<file path="src/rtl/rg_pkg.sv">
`timescale 1ns/1ps
package rg_pkg;
  localparam int unsigned MIN_SIZE_LOG = 4;

  localparam logic [1:0] REG_CTRL = 2'd0;
  localparam logic [1:0] REG_SEL  = 2'd1;
  localparam logic [1:0] REG_BASE = 2'd2;
  localparam logic [1:0] REG_ATTR = 2'd3;

  localparam int unsigned A_EN      = 0;
  localparam int unsigned A_SIZE_LO = 1;
  localparam int unsigned A_SIZE_HI = 5;
  localparam int unsigned A_PRD     = 8;
  localparam int unsigned A_PWR     = 9;
  localparam int unsigned A_URD     = 10;
  localparam int unsigned A_UWR     = 11;
  localparam int unsigned A_PXN     = 12;
  localparam int unsigned A_UXN     = 13;

  typedef enum logic [1:0] {
    ACC_FETCH = 2'd0,
    ACC_READ  = 2'd1,
    ACC_WRITE = 2'd2,
    ACC_RSVD  = 2'd3
  } acc_type_e;

  typedef struct packed {
    logic p_rd;
    logic p_wr;
    logic p_xn;
    logic u_rd;
    logic u_wr;
    logic u_xn;
  } perm_t;
endpackage

</file>
<file path="src/rtl/rg_cfg_regs.sv">
`timescale 1ns/1ps
module rg_cfg_regs
  import rg_pkg::*;
#(
  parameter int unsigned NUM_REGIONS = 8,
  parameter int unsigned DATA_W      = 32
) (
  input  logic                               clk_i,
  input  logic                               rst_ni,
  input  logic                               cfg_req_i,
  input  logic                               cfg_we_i,
  input  logic [1:0]                         cfg_addr_i,
  input  logic [DATA_W-1:0]                  cfg_wdata_i,
  output logic [DATA_W-1:0]                  cfg_rdata_o,
  output logic                               glob_en_o,
  output logic [NUM_REGIONS-1:0][DATA_W-1:0] base_o,
  output logic [NUM_REGIONS-1:0][DATA_W-1:0] attr_o
);
  localparam int unsigned IDX_W = $clog2(NUM_REGIONS);

  logic                               en_q;
  logic [IDX_W-1:0]                   sel_q;
  logic [NUM_REGIONS-1:0][DATA_W-1:0] base_q;
  logic [NUM_REGIONS-1:0][DATA_W-1:0] attr_q;
  logic                               wr;

  assign wr = cfg_req_i && cfg_we_i;

  always_ff @(posedge clk_i or negedge rst_ni) begin
    if (!rst_ni) begin
      en_q   <= 1'b0;
      sel_q  <= '0;
      base_q <= '0;
      attr_q <= '0;
    end else if (wr) begin
      case (cfg_addr_i)
        REG_CTRL: en_q          <= cfg_wdata_i[0];
        REG_SEL:  sel_q         <= cfg_wdata_i[IDX_W-1:0];
        REG_BASE: base_q[sel_q] <= cfg_wdata_i;
        default:  attr_q[sel_q] <= cfg_wdata_i;
      endcase
    end
  end

  always_comb begin
    case (cfg_addr_i)
      REG_CTRL: cfg_rdata_o = DATA_W'(en_q);
      REG_SEL:  cfg_rdata_o = DATA_W'(sel_q);
      REG_BASE: cfg_rdata_o = base_q[sel_q];
      default:  cfg_rdata_o = attr_q[sel_q];
    endcase
  end

  assign glob_en_o = en_q;
  assign base_o    = base_q;
  assign attr_o    = attr_q;


  base_readback_chk: assert property (@(posedge clk_i) disable iff (!rst_ni)
    (wr && cfg_addr_i == REG_BASE) |=> (base_q[$past(sel_q)] == $past(cfg_wdata_i)));
endmodule

</file>
<file path="src/rtl/rg_region_match.sv">
`timescale 1ns/1ps
module rg_region_match
  import rg_pkg::*;
#(
  parameter int unsigned ADDR_W = 32
) (
  input  logic [ADDR_W-1:0] addr_i,
  input  logic [ADDR_W-1:0] base_i,
  input  logic [ADDR_W-1:0] attr_i,
  output logic              match_o,
  output perm_t             perm_o
);
  localparam int unsigned SHW = $clog2(ADDR_W) + 1;

  logic [4:0]        size_n;
  logic [SHW-1:0]    shamt;
  logic [ADDR_W:0]   span;
  logic [ADDR_W-1:0] keep_mask;

  assign size_n = attr_i[A_SIZE_HI:A_SIZE_LO];

  always_comb begin
    if (size_n < 5'(MIN_SIZE_LOG)) shamt = SHW'(MIN_SIZE_LOG + 1);
    else                           shamt = SHW'(size_n) + SHW'(1);
  end

  // span = region bytes; bit ADDR_W set only for the full-space size
  assign span      = (ADDR_W+1)'(1) << shamt;
  assign keep_mask = ~(span[ADDR_W-1:0] - ADDR_W'(1));
  assign match_o   = attr_i[A_EN] && ((addr_i & keep_mask) == (base_i & keep_mask));

  assign perm_o.p_rd = attr_i[A_PRD];
  assign perm_o.p_wr = attr_i[A_PWR];
  assign perm_o.p_xn = attr_i[A_PXN];
  assign perm_o.u_rd = attr_i[A_URD];
  assign perm_o.u_wr = attr_i[A_UWR];
  assign perm_o.u_xn = attr_i[A_UXN];

  logic unused_attr;
  assign unused_attr = ^{attr_i[ADDR_W-1:A_UXN+1], attr_i[A_PRD-1:A_SIZE_HI+1]};
endmodule

</file>
<file path="src/rtl/rg_decide.sv">
`timescale 1ns/1ps
module rg_decide
  import rg_pkg::*;
#(
  parameter int unsigned NUM_REGIONS = 8
) (
  input  logic                           clk_i,
  input  logic                           rst_ni,
  input  logic                           glob_en_i,
  input  logic [NUM_REGIONS-1:0]         match_i,
  input  perm_t [NUM_REGIONS-1:0]        perm_i,
  input  logic [1:0]                     acc_type_i,
  input  logic                           acc_priv_i,
  output logic                           allow_o,
  output logic                           hit_o,
  output logic [$clog2(NUM_REGIONS)-1:0] region_o
);
  localparam int unsigned IDX_W = $clog2(NUM_REGIONS);

  perm_t sel_perm;
  logic  can_rd, can_wr, no_exec, perm_ok;

  // ascending scan: the last match, i.e. the highest index, wins
  always_comb begin
    hit_o    = 1'b0;
    region_o = '0;
    for (int i = 0; i < int'(NUM_REGIONS); i++) begin
      if (match_i[i]) begin
        hit_o    = 1'b1;
        region_o = IDX_W'(i);
      end
    end
  end

  assign sel_perm = perm_i[region_o];
  assign can_rd   = acc_priv_i ? sel_perm.p_rd : sel_perm.u_rd;
  assign can_wr   = acc_priv_i ? sel_perm.p_wr : sel_perm.u_wr;
  assign no_exec  = acc_priv_i ? sel_perm.p_xn : sel_perm.u_xn;

  always_comb begin
    case (acc_type_i)
      ACC_FETCH: perm_ok = can_rd && !no_exec;
      ACC_WRITE: perm_ok = can_wr;
      default:   perm_ok = can_rd;
    endcase
  end

  always_comb begin
    if (!glob_en_i)  allow_o = 1'b1;
    else if (!hit_o) allow_o = acc_priv_i;
    else             allow_o = perm_ok;
  end


  top_match_wins_chk: assert property (@(posedge clk_i) disable iff (!rst_ni)
    hit_o |-> ((match_i >> region_o) == NUM_REGIONS'(1)));


  miss_index_zero_chk: assert property (@(posedge clk_i) disable iff (!rst_ni)
    (match_i == '0) |-> (!hit_o && region_o == '0));
endmodule

</file>
<file path="src/rtl/region_guard.sv">
`timescale 1ns/1ps
module region_guard
  import rg_pkg::*;
#(
  parameter int unsigned NUM_REGIONS = 8,
  parameter int unsigned ADDR_W      = 32
) (
  input  logic                           clk_i,
  input  logic                           rst_ni,
  input  logic                           cfg_req_i,
  input  logic                           cfg_we_i,
  input  logic [1:0]                     cfg_addr_i,
  input  logic [ADDR_W-1:0]              cfg_wdata_i,
  output logic [ADDR_W-1:0]              cfg_rdata_o,
  input  logic [ADDR_W-1:0]              acc_addr_i,
  input  logic [1:0]                     acc_type_i,
  input  logic                           acc_priv_i,
  output logic [ADDR_W-1:0]              acc_addr_o,
  output logic                           acc_allow_o,
  output logic                           acc_fault_o,
  output logic                           acc_hit_o,
  output logic [$clog2(NUM_REGIONS)-1:0] acc_region_o
);
  logic                               glob_en;
  logic [NUM_REGIONS-1:0][ADDR_W-1:0] base;
  logic [NUM_REGIONS-1:0][ADDR_W-1:0] attr;
  logic [NUM_REGIONS-1:0]             match;
  perm_t [NUM_REGIONS-1:0]            perm;

  rg_cfg_regs #(
    .NUM_REGIONS(NUM_REGIONS),
    .DATA_W     (ADDR_W)
  ) i_regs (
    .clk_i      (clk_i),
    .rst_ni     (rst_ni),
    .cfg_req_i  (cfg_req_i),
    .cfg_we_i   (cfg_we_i),
    .cfg_addr_i (cfg_addr_i),
    .cfg_wdata_i(cfg_wdata_i),
    .cfg_rdata_o(cfg_rdata_o),
    .glob_en_o  (glob_en),
    .base_o     (base),
    .attr_o     (attr)
  );

  for (genvar g = 0; g < NUM_REGIONS; g++) begin : g_region
    rg_region_match #(.ADDR_W(ADDR_W)) i_match (
      .addr_i (acc_addr_i),
      .base_i (base[g]),
      .attr_i (attr[g]),
      .match_o(match[g]),
      .perm_o (perm[g])
    );
  end

  rg_decide #(.NUM_REGIONS(NUM_REGIONS)) i_decide (
    .clk_i     (clk_i),
    .rst_ni    (rst_ni),
    .glob_en_i (glob_en),
    .match_i   (match),
    .perm_i    (perm),
    .acc_type_i(acc_type_i),
    .acc_priv_i(acc_priv_i),
    .allow_o   (acc_allow_o),
    .hit_o     (acc_hit_o),
    .region_o  (acc_region_o)
  );

  assign acc_fault_o = ~acc_allow_o;
  assign acc_addr_o  = acc_addr_i;


  priv_miss_no_fault_chk: assert property (@(posedge clk_i) disable iff (!rst_ni)
    acc_fault_o |-> (acc_hit_o || !acc_priv_i));


  off_never_faults_chk: assert property (@(posedge clk_i) disable iff (!rst_ni)
    (cfg_addr_i == REG_CTRL && cfg_rdata_o[0] == 1'b0) |-> !acc_fault_o);
endmodule

</file>
<file path="config.mk">
export PLATFORM = sky130hd
export DESIGN_NAME = region_guard
export DESIGN_NICKNAME = d
export VERILOG_FILES = /design/src/rtl/rg_pkg.sv /design/src/rtl/rg_cfg_regs.sv /design/src/rtl/rg_region_match.sv /design/src/rtl/rg_decide.sv /design/src/rtl/region_guard.sv
export SDC_FILE = /design/constraint.sdc
export NUM_CORES = 1
export LEC_CHECK = 0
export ABC_CLOCK_PERIOD_IN_PS = 7500
export BUFFER_PORTS_ARGS = -buffer_cell sky130_fd_sc_hd__buf_2
export CORE_MARGIN = 4
export CORE_UTILIZATION = 52
export DETAILED_ROUTE_END_ITERATION = 7
export MAX_ROUTING_LAYER = met4
export PLACE_DENSITY_LB_ADDON = 0.15
export SYNTH_ARGS = -nofsm -noshare
export SYNTH_HDL_FRONTEND = slang
export SYNTH_SLANG_ARGS = --single-unit
</file>
<file path="constraint.sdc">
create_clock -name clk_i -period 7.5 [get_ports clk_i]
set_clock_uncertainty 0.1 [all_clocks]
set_input_delay 0.375 -clock clk_i [delete_from_list [all_inputs] [get_ports clk_i]]
set_output_delay 0.375 -clock clk_i [all_outputs]
set_load 0.01 [all_outputs]
</file>
# ---- Word level (Yosys, flattened, before mapping)
# Index checks and enable logic that the tools add are counted.
# W data, S select, Z words.
dict set report totals {
  elab_cells 149
  inputBits 73
  regBits 516
  out_inout_bits 70
}
dict set report op_classes {
  reduce_logical 19
  mux 40
  n_shift 8
  bitwise_logic 26
  n_lt_le_gt_ge 11
  addsub 16
  n_eq_ne 11
}
# cell count
set op_table {}
lappend op_table {{$and A32 B32 Y32} 16}
lappend op_table {{$bwmux W256} 2}
lappend op_table {{$eq A32 B32 Y1} 8}
lappend op_table {{$not A32 Y32} 8}
lappend op_table {{$shl A1 B6 Y32 const A} 8}
lappend op_table {{$sub A32 B1 Y32 const B} 8}
lappend op_table {{$bmux W32 S3} 2}
lappend op_table {{$demux W32 S3} 1}
lappend op_table {{$mux W32} 3}
lappend op_table {{$pmux W32 S3} 1}
lappend op_table {{$mux W6} 9}
lappend op_table {{$add A5 B1 Y6 const B} 8}
lappend op_table {{$lt A5 B3 Y1 const B} 8}
lappend op_table {{$bmux W6 S3} 1}
lappend op_table {{$mux W1} 14}
lappend op_table {{$mux W3} 4}
lappend op_table {{$logic_and A1 B1 Y1} 11}
lappend op_table {{$lt A3 B4 Y1 const B} 2}
lappend op_table {{$reduce_and A2 Y1} 4}
lappend op_table {{$eq A2 B2 Y1 const B} 2}
lappend op_table {{$logic_not A2 Y1} 2}
lappend op_table {{$mux W2} 2}
lappend op_table {{$ge A3 B1 Y1 const B} 1}
lappend op_table {{$reduce_or A3 Y1} 1}
lappend op_table {{4 further kinds} 5}

# ---- Depth between registers and ports, before layout
dict set report logic_depth {
  word_depth 24
  depth_mapped 25
  mapped_depth_nobuf 22
}

# ---- By module
# Synthesis repeated with hierarchy kept, for this count alone.
dict set report hier_totals {
  cells_unflattened 3451
  hier_area_um2 36138.4
}
# mod cells_each area_each_um2 seq_area_each_um2 n_inst
set by_module_without_submodules {}
lappend by_module_without_submodules {rg_cfg_regs 1678 23759.0 12912.4 1}
lappend by_module_without_submodules {{rg_region_match at g_region[2].i_match ...} 197 1381.3 0.0 6}
lappend by_module_without_submodules {{rg_region_match at g_region[0].i_match ...} 235 1622.8 0.0 2}
lappend by_module_without_submodules {rg_decide 88 601.8 0.0 1}
lappend by_module_without_submodules {region_guard 33 244.0 0.0 1}

# ---- Worst setup path before layout
# Ideal clock, no wire load.
dict set report synth_timing {
  path_kind {flip-flop to output port}
  startpoint {register i_regs.attr_q (netlist bit i_regs.attr_o[33])}
  endpoint {output port acc_allow_o}
  arrival_time_ns 5.298
  stages_incl_launch_ff 19
  setup_slack_ns 1.727
  t_required_ns 7.025
  n_path_buf 3
  cell_sequence {dfrtp_1 > ha_1 > clkbuf_1 > clkbuf_1 > or4_1 > ha_1 > clkbuf_1 > nand2b_1 > nand3_1 > and4b_1 > a2111oi_0 > o2111ai_1 > nor4b_1 > a21boi_4 > o311ai_4 > mux2i_1 > a2111oi_0 > or4_1 > a311oi_1}
}
dict set report synth_via {
  elab_chain_cells 23
  word_cells_on_any_way 34
  cone_classes {add/sub (2); order compare (1); eq/ne (1); shift (1); mux (23); bitwise (3); reduce/logical (3)}
}
# element line
set synth_lines {}
lappend synth_lines {{start, declared} rg_cfg_regs.sv:24} ;# logic [NUM_REGIONS-1:0][DATA_W-1:0] attr_q;
lappend synth_lines {{start signal, assigned by index} rg_cfg_regs.sv:40} ;# default: attr_q[sel_q] <= cfg_wdata_i;
lappend synth_lines {{$add A5 B1 Y6 or $lt A5 B3 Y1 (tied branches)} {rg_region_match.sv:24, rg_region_match.sv:23}}
lappend synth_lines {{$mux W6 *} rg_region_match.sv:23} ;# if (size_n < 5'(MIN_SIZE_LOG)) shamt = SHW'(MIN_SIZE_LOG + 1);
lappend synth_lines {{$shl A1 B6 Y32 *} rg_region_match.sv:28} ;# assign span = (ADDR_W+1)'(1) << shamt;
lappend synth_lines {{$sub A32 B1 Y32 *} rg_region_match.sv:29} ;# assign keep_mask = ~(span[ADDR_W-1:0] - ADDR_W'(1));
lappend synth_lines {{$not A32 Y32 *} rg_region_match.sv:29}
lappend synth_lines {{$and A32 B32 Y32} rg_region_match.sv:30} ;# assign match_o = attr_i[A_EN] && ((addr_i & keep_mask) == (base_i & keep_mask));
lappend synth_lines {{$eq A32 B32 Y1 *} rg_region_match.sv:30}
lappend synth_lines {{$logic_and A1 B1 Y1 *} rg_region_match.sv:30}
lappend synth_lines {{[7 not listed]} -}
lappend synth_lines {{via acc_region_o[0]} region_guard.sv:22} ;# output logic [$clog2(NUM_REGIONS)-1:0] acc_region_o
lappend synth_lines {{$bmux W6 S3 *} rg_decide.sv:35} ;# assign sel_perm = perm_i[region_o];
lappend synth_lines {{$mux W6 (not written as such) *} rg_decide.sv:35}
lappend synth_lines {{$mux W1} rg_decide.sv:38} ;# assign no_exec = acc_priv_i ? sel_perm.p_xn : sel_perm.u_xn;
lappend synth_lines {{$logic_not A1 Y1} rg_decide.sv:42} ;# ACC_FETCH: perm_ok = can_rd && !no_exec;
lappend synth_lines {{$logic_and A1 B1 Y1} rg_decide.sv:42}
lappend synth_lines {{$pmux W1 S2 *} rg_decide.sv:41} ;# case (acc_type_i)
lappend synth_lines {{$mux W1 *} rg_decide.sv:50} ;# else if (!hit_o) allow_o = acc_priv_i;
lappend synth_lines {{$mux W1 *} rg_decide.sv:49} ;# if (!glob_en_i) allow_o = 1'b1;
lappend synth_lines {{end, declared} region_guard.sv:19} ;# output logic acc_allow_o,
# Mark *: on every way through the listed nets, which the timed path passes. The rest lies on a longest branch. The select of a mux whose other input is x is not followed.

# ---- Worst setup path after layout
dict set report layout_timing {
  startpoint {register i_regs.attr_q (netlist bit i_regs.attr_o[34])}
  endpoint {output port acc_fault_o}
}
dict set report layout_via {
  elab_chain_cells 24
  word_cells_on_any_way 35
  cone_classes {add/sub (2); order compare (1); eq/ne (1); shift (1); mux (23); bitwise (4); reduce/logical (3)}
}
# element line
set layout_lines {}
lappend layout_lines {{$add A5 B1 Y6 or $lt A5 B3 Y1 (tied branches)} {rg_region_match.sv:24, rg_region_match.sv:23}}
lappend layout_lines {{$mux W6 *} rg_region_match.sv:23}
lappend layout_lines {{$shl A1 B6 Y32 *} rg_region_match.sv:28}
lappend layout_lines {{$sub A32 B1 Y32 *} rg_region_match.sv:29}
lappend layout_lines {{$not A32 Y32 *} rg_region_match.sv:29}
lappend layout_lines {{$and A32 B32 Y32} rg_region_match.sv:30}
lappend layout_lines {{$eq A32 B32 Y1 *} rg_region_match.sv:30}
lappend layout_lines {{$logic_and A1 B1 Y1 *} rg_region_match.sv:30}
lappend layout_lines {{[8 not listed]} -}
lappend layout_lines {{$mux W6 (not written as such)} rg_decide.sv:35}
lappend layout_lines {{$mux W1} rg_decide.sv:38}
lappend layout_lines {{$logic_not A1 Y1} rg_decide.sv:42}
lappend layout_lines {{$logic_and A1 B1 Y1} rg_decide.sv:42}
lappend layout_lines {{$pmux W1 S2} rg_decide.sv:41}
lappend layout_lines {{$mux W1 *} rg_decide.sv:50}
lappend layout_lines {{$mux W1 *} rg_decide.sv:49}
lappend layout_lines {{$not A1 Y1 *} region_guard.sv:69} ;# assign acc_fault_o = ~acc_allow_o;
lappend layout_lines {{end, declared} region_guard.sv:20} ;# output logic acc_fault_o,
# Every way passes the cells marked *; elsewhere a longest branch is shown, timed or not. The select of a mux whose other input is x is not followed.

==> impl_metrics.yaml <==
critical_path:
  cp-startpoint: "i_regs.attr_o[34]$_DFFE_PN0P_"
  cp_slowest_cell: "or4_1"
  r2r_end: "i_regs.attr_o[214]$_DFFE_PN0P_"
  worstPathMaxFanout: 17
  crit_chain: "buf_4, ha_1, buf_4, nor3b_1, a21oi_1, or4_1, ha_1, buf_4, nand2b_1, nand3_1, and4b_1, a2111oi_0, o2111ai_1, nor4b_2, buf_4, a21boi_4, o311ai_4, buf_4, mux2_1, o22ai_1, a22oi_1, o221a_1, a311o_1, buf_2"
  crit_cells: 24
  rr_worst_depth: 5
  reg2reg_from: "i_regs.sel_q[2]$_DFFE_PN0P_"
  crit_buf_inv: 6
  cp_data_arrival_time_ns: 6.74
  slowest_delay_ns: 0.50
  crit_path_end_kind: "output pin"
  r2r_slack_ns: 4.39
  cpMostUsedCell: "buf_4"
  cp_top_family: "compound AO/OA/AOI/OAI gates"
  setup.worst_path.start_class: "flop"
  critPathCapture: "acc_fault_o"
  worstPathRequired_ns: 7.03
  path_class: "flop to output pin"
floorplan:
  dieArea_mm2: 0.07251
  io_pins: 143
  die_y_um: 269.3
  die_x_um: 269.3
  start_util: 0.5267
  fp.coreArea_mm2: 0.06740
  rows: 95
sta:
  setup_slack_ns: 0.2893
  setup_viol: 0
  tightest_slew_ns: 1.312
  fin_setup_tns_ns: 0
  drv_slew: 0
  finalCritPeriodShare: 0.9614
  max_freq_mhz: 138.7
  hold_viol: 0
  relSlewSlack: 0.1190
  period_needed_ns: 7.211
  rsz0062_at_grt: "false"
detailed_routing:
  ant_nets: 0
  wl_per_cell_um: 34.27
  vias: 32813
  dr.pass1.iters: 6
  drc: 0
  drtIter0Drc: 4440
  viasPerCell: 7.239
  totalWireLength_um: 155400
yosys:
  syn_area_mm2: 0.03550
  synthesis.nets: 3760
  synth.area.top_cells: "dfrtp_1 (36%), mux2_2 (16%), a22oi_1 (4.5%), xnor2_1 (4.2%), xor2_1 (3.8%)"
  yosysWarnings: 0
  synthCells: 3671
  yosysTopAreaCell: "dfrtp_1"
  syn_area_per_cell_um2: 9.670
  synthFlopType: "dfrtp_1"
  ys_seq_area_frac: 0.3638
  ys_ff_latch: 516
  synth_edf_count: 0
  netlist-cell-type-count: 116
  synth_top_area_share: 0.3638
  async_reset_ff_frac: 1.000
final_layout:
  syn_to_final_growth_pct: 8.604
  multiInputGateArea_mm2: 0.02106
  fillCellCount: 5908
  seq_area_mm2: 0.01291
  final_nets: 3694
  utilization: 0.5720
  drive_above_1_share: 0.2561
power:
  p_leak_nw: 15.92
  peakVddDrop_v: 0.0002234
  power_density_mw_per_mm2: 358.6
  fin_total_pwr_mw: 13.82
global_route:
  grt_usage: 0.4233
  antenna_found_initial: 14
  grt_pass1_vias: 31435
  grt_pass1_wl_um: 224400
  grt_overflow: 0
  grt_max_degree: 145
clock_network:
  numCtsBuffers: 56
  tritoncts: "done"
  cts_sinks: 516
  postCtsSetupBuffers: 0
  clk_path_buf_depth: 3
  clk_latency_ns: 0.65
  path_clk_slew_ns: 0.07
  clockRootBuffer: "clkbuf_16"
  htreeDepth: 2
placement:
  io_buffers: 142
  dp_slack_ns: 0.8663
  hpwl_um: 111600
  place.gp.congestion: 1.087
flow_run:
  cap_violations: 0
outcome:
  status: "finished clean"
min_path:
  hp-class: "primary input to flop"
## final cells by class
| class | instances | share of cell area |
|---|---|---|
| Clock inverter | 21 | 0.007627 |
| Antenna cell | 13 | 0.0008438 |
| Timing Repair Buffer | 228 | 0.03648 |
| Tap cell | 873 | 0.02833 |
| Clock buffer | 79 | 0.04174 |
| Multi-Input combinational cell | 2764 | 0.5462 |
| Inverter | 39 | 0.003797 |
| Sequential cell | 516 | 0.3350 |
## timing repair
item,4_1_cts,5_1_grt
endpoints found under the setup margin,0,2
hold buffers,1,0
resized for setup,0,12
endpoints found under the hold margin,122,0
## cells in the final DEF, fill, tap and decap left out, types with 57 or more instances in the layout
master	instances
a22oi_1	211
nand2_1	207
buf_4	82
clkbuf_16	57
a31oi_1	60
nor3_1	60
mux2_2	507
buf_2	141
a21oi_1	142
xor2_1	155
dfrtp_1	514
o21ai_0	130
xnor2_1	170
nand4_1	68
nand3_1	81
nor2_1	171
## flip-flops by register name (all words and copies together) (netlist names)
| signal | cells |
|---|---|
| i_regs.base_o | 256 |
| i_regs.glob_en_o | 1 |
| i_regs.attr_o | 256 |
| i_regs.sel_q | 3 |
## synth_stat cells, types with 17 or more instances
cell      instances
dfrtp_1         516
mux2_2          507
clkbuf_1        228
a22oi_1         211
nand2_1         207
nor2_1          191
xnor2_1         170
xor2_1          155
a21oi_1         143
o21ai_0         130
nand3_1          81
nand4_1          68
buf_2            61
nor3_1           61
a31oi_1          60
nand2b_1         54
a221oi_1         44
nor2b_1          42
buf_4            38
o22ai_1          38
a211oi_1         35
a22o_1           34
inv_1            32
and2_1           25
mux2i_1          25
nor4_1           22
buf_1            21
o211ai_1         20
nand3b_1         19
or2_2            19
and3_1           18
a21o_1           17
o31ai_1          17
## worst min-delay path by stage
stage / from / end / slack, ns / depth (start not counted)
6_report: cfg_wdata_i[8] / i_regs.attr_o[168]$_DFFE_PN0P_ / 0.07 / 3
5_1_grt: cfg_addr_i[1] / i_regs.glob_en_o$_DFFE_PN0P_ / 0.08 / 3
3_3_place_gp: i_regs.attr_o[157]$_DFFE_PN0P_ / i_regs.attr_o[157]$_DFFE_PN0P_ / 0.39 / 1
2_1_floorplan: rst_ni / i_regs.attr_o[0]$_DFFE_PN0P_ / -0.02 / 0
3_5_place_dp: i_regs.attr_o[243]$_DFFE_PN0P_ / i_regs.attr_o[243]$_DFFE_PN0P_ / 0.40 / 1
4_1_cts: cfg_wdata_i[8] / i_regs.attr_o[168]$_DFFE_PN0P_ / 0.05 / 3
## routing by layer
layer	global-route usage	up-vias	routed length [um]
met1	0.5439	16410	60010
met5	-	-	0
met3	0.1198	507	18870
met4	0.2256	0	10850
li1	-	13605	-
met2	0.6082	2291	65640
## worst register-to-register path: stages, from the launching register on
cell and delay (ns):
dfrtp_1 0.84, nand2_1 0.24, or2_2 0.41, nor2_4 0.28, buf_4 0.64, mux2_2 0.48
## cells by family (layout without fill, tap and decap cells)
kind of cell / count (synthesis) / in the layout / synth area share
compound gates: 988 / 988 / 0.2008
simple gates: 898 / 898 / 0.1318
mux: 534 / 534 / 0.1686
flops: 516 / 516 / 0.3638
buf+inv: 391 / 367 / 0.04836
xor+xnor: 325 / 325 / 0.08019
fa+ha+maj: 19 / 19 / 0.006485
other cells: 0 / 13 / 0
## power breakdown
group          switching (mW)  internal [mW]
Combinational            4.20           2.38
Clock                    1.22           1.67
Sequential              0.846           3.50
## stage by stage
step	std cells	hold slack (ns)	area, um^2
after floorplan	3671	-0.02059	35500
after global routing	4530	0.08326	38540
after detailed placement	4419	0.3962	36570
after CTS	4520	0.04711	38480
final	4533	0.07412	38550
after global placement	4419	0.3890	36570
No activity file was read; power rests on OpenSTA's default activity.
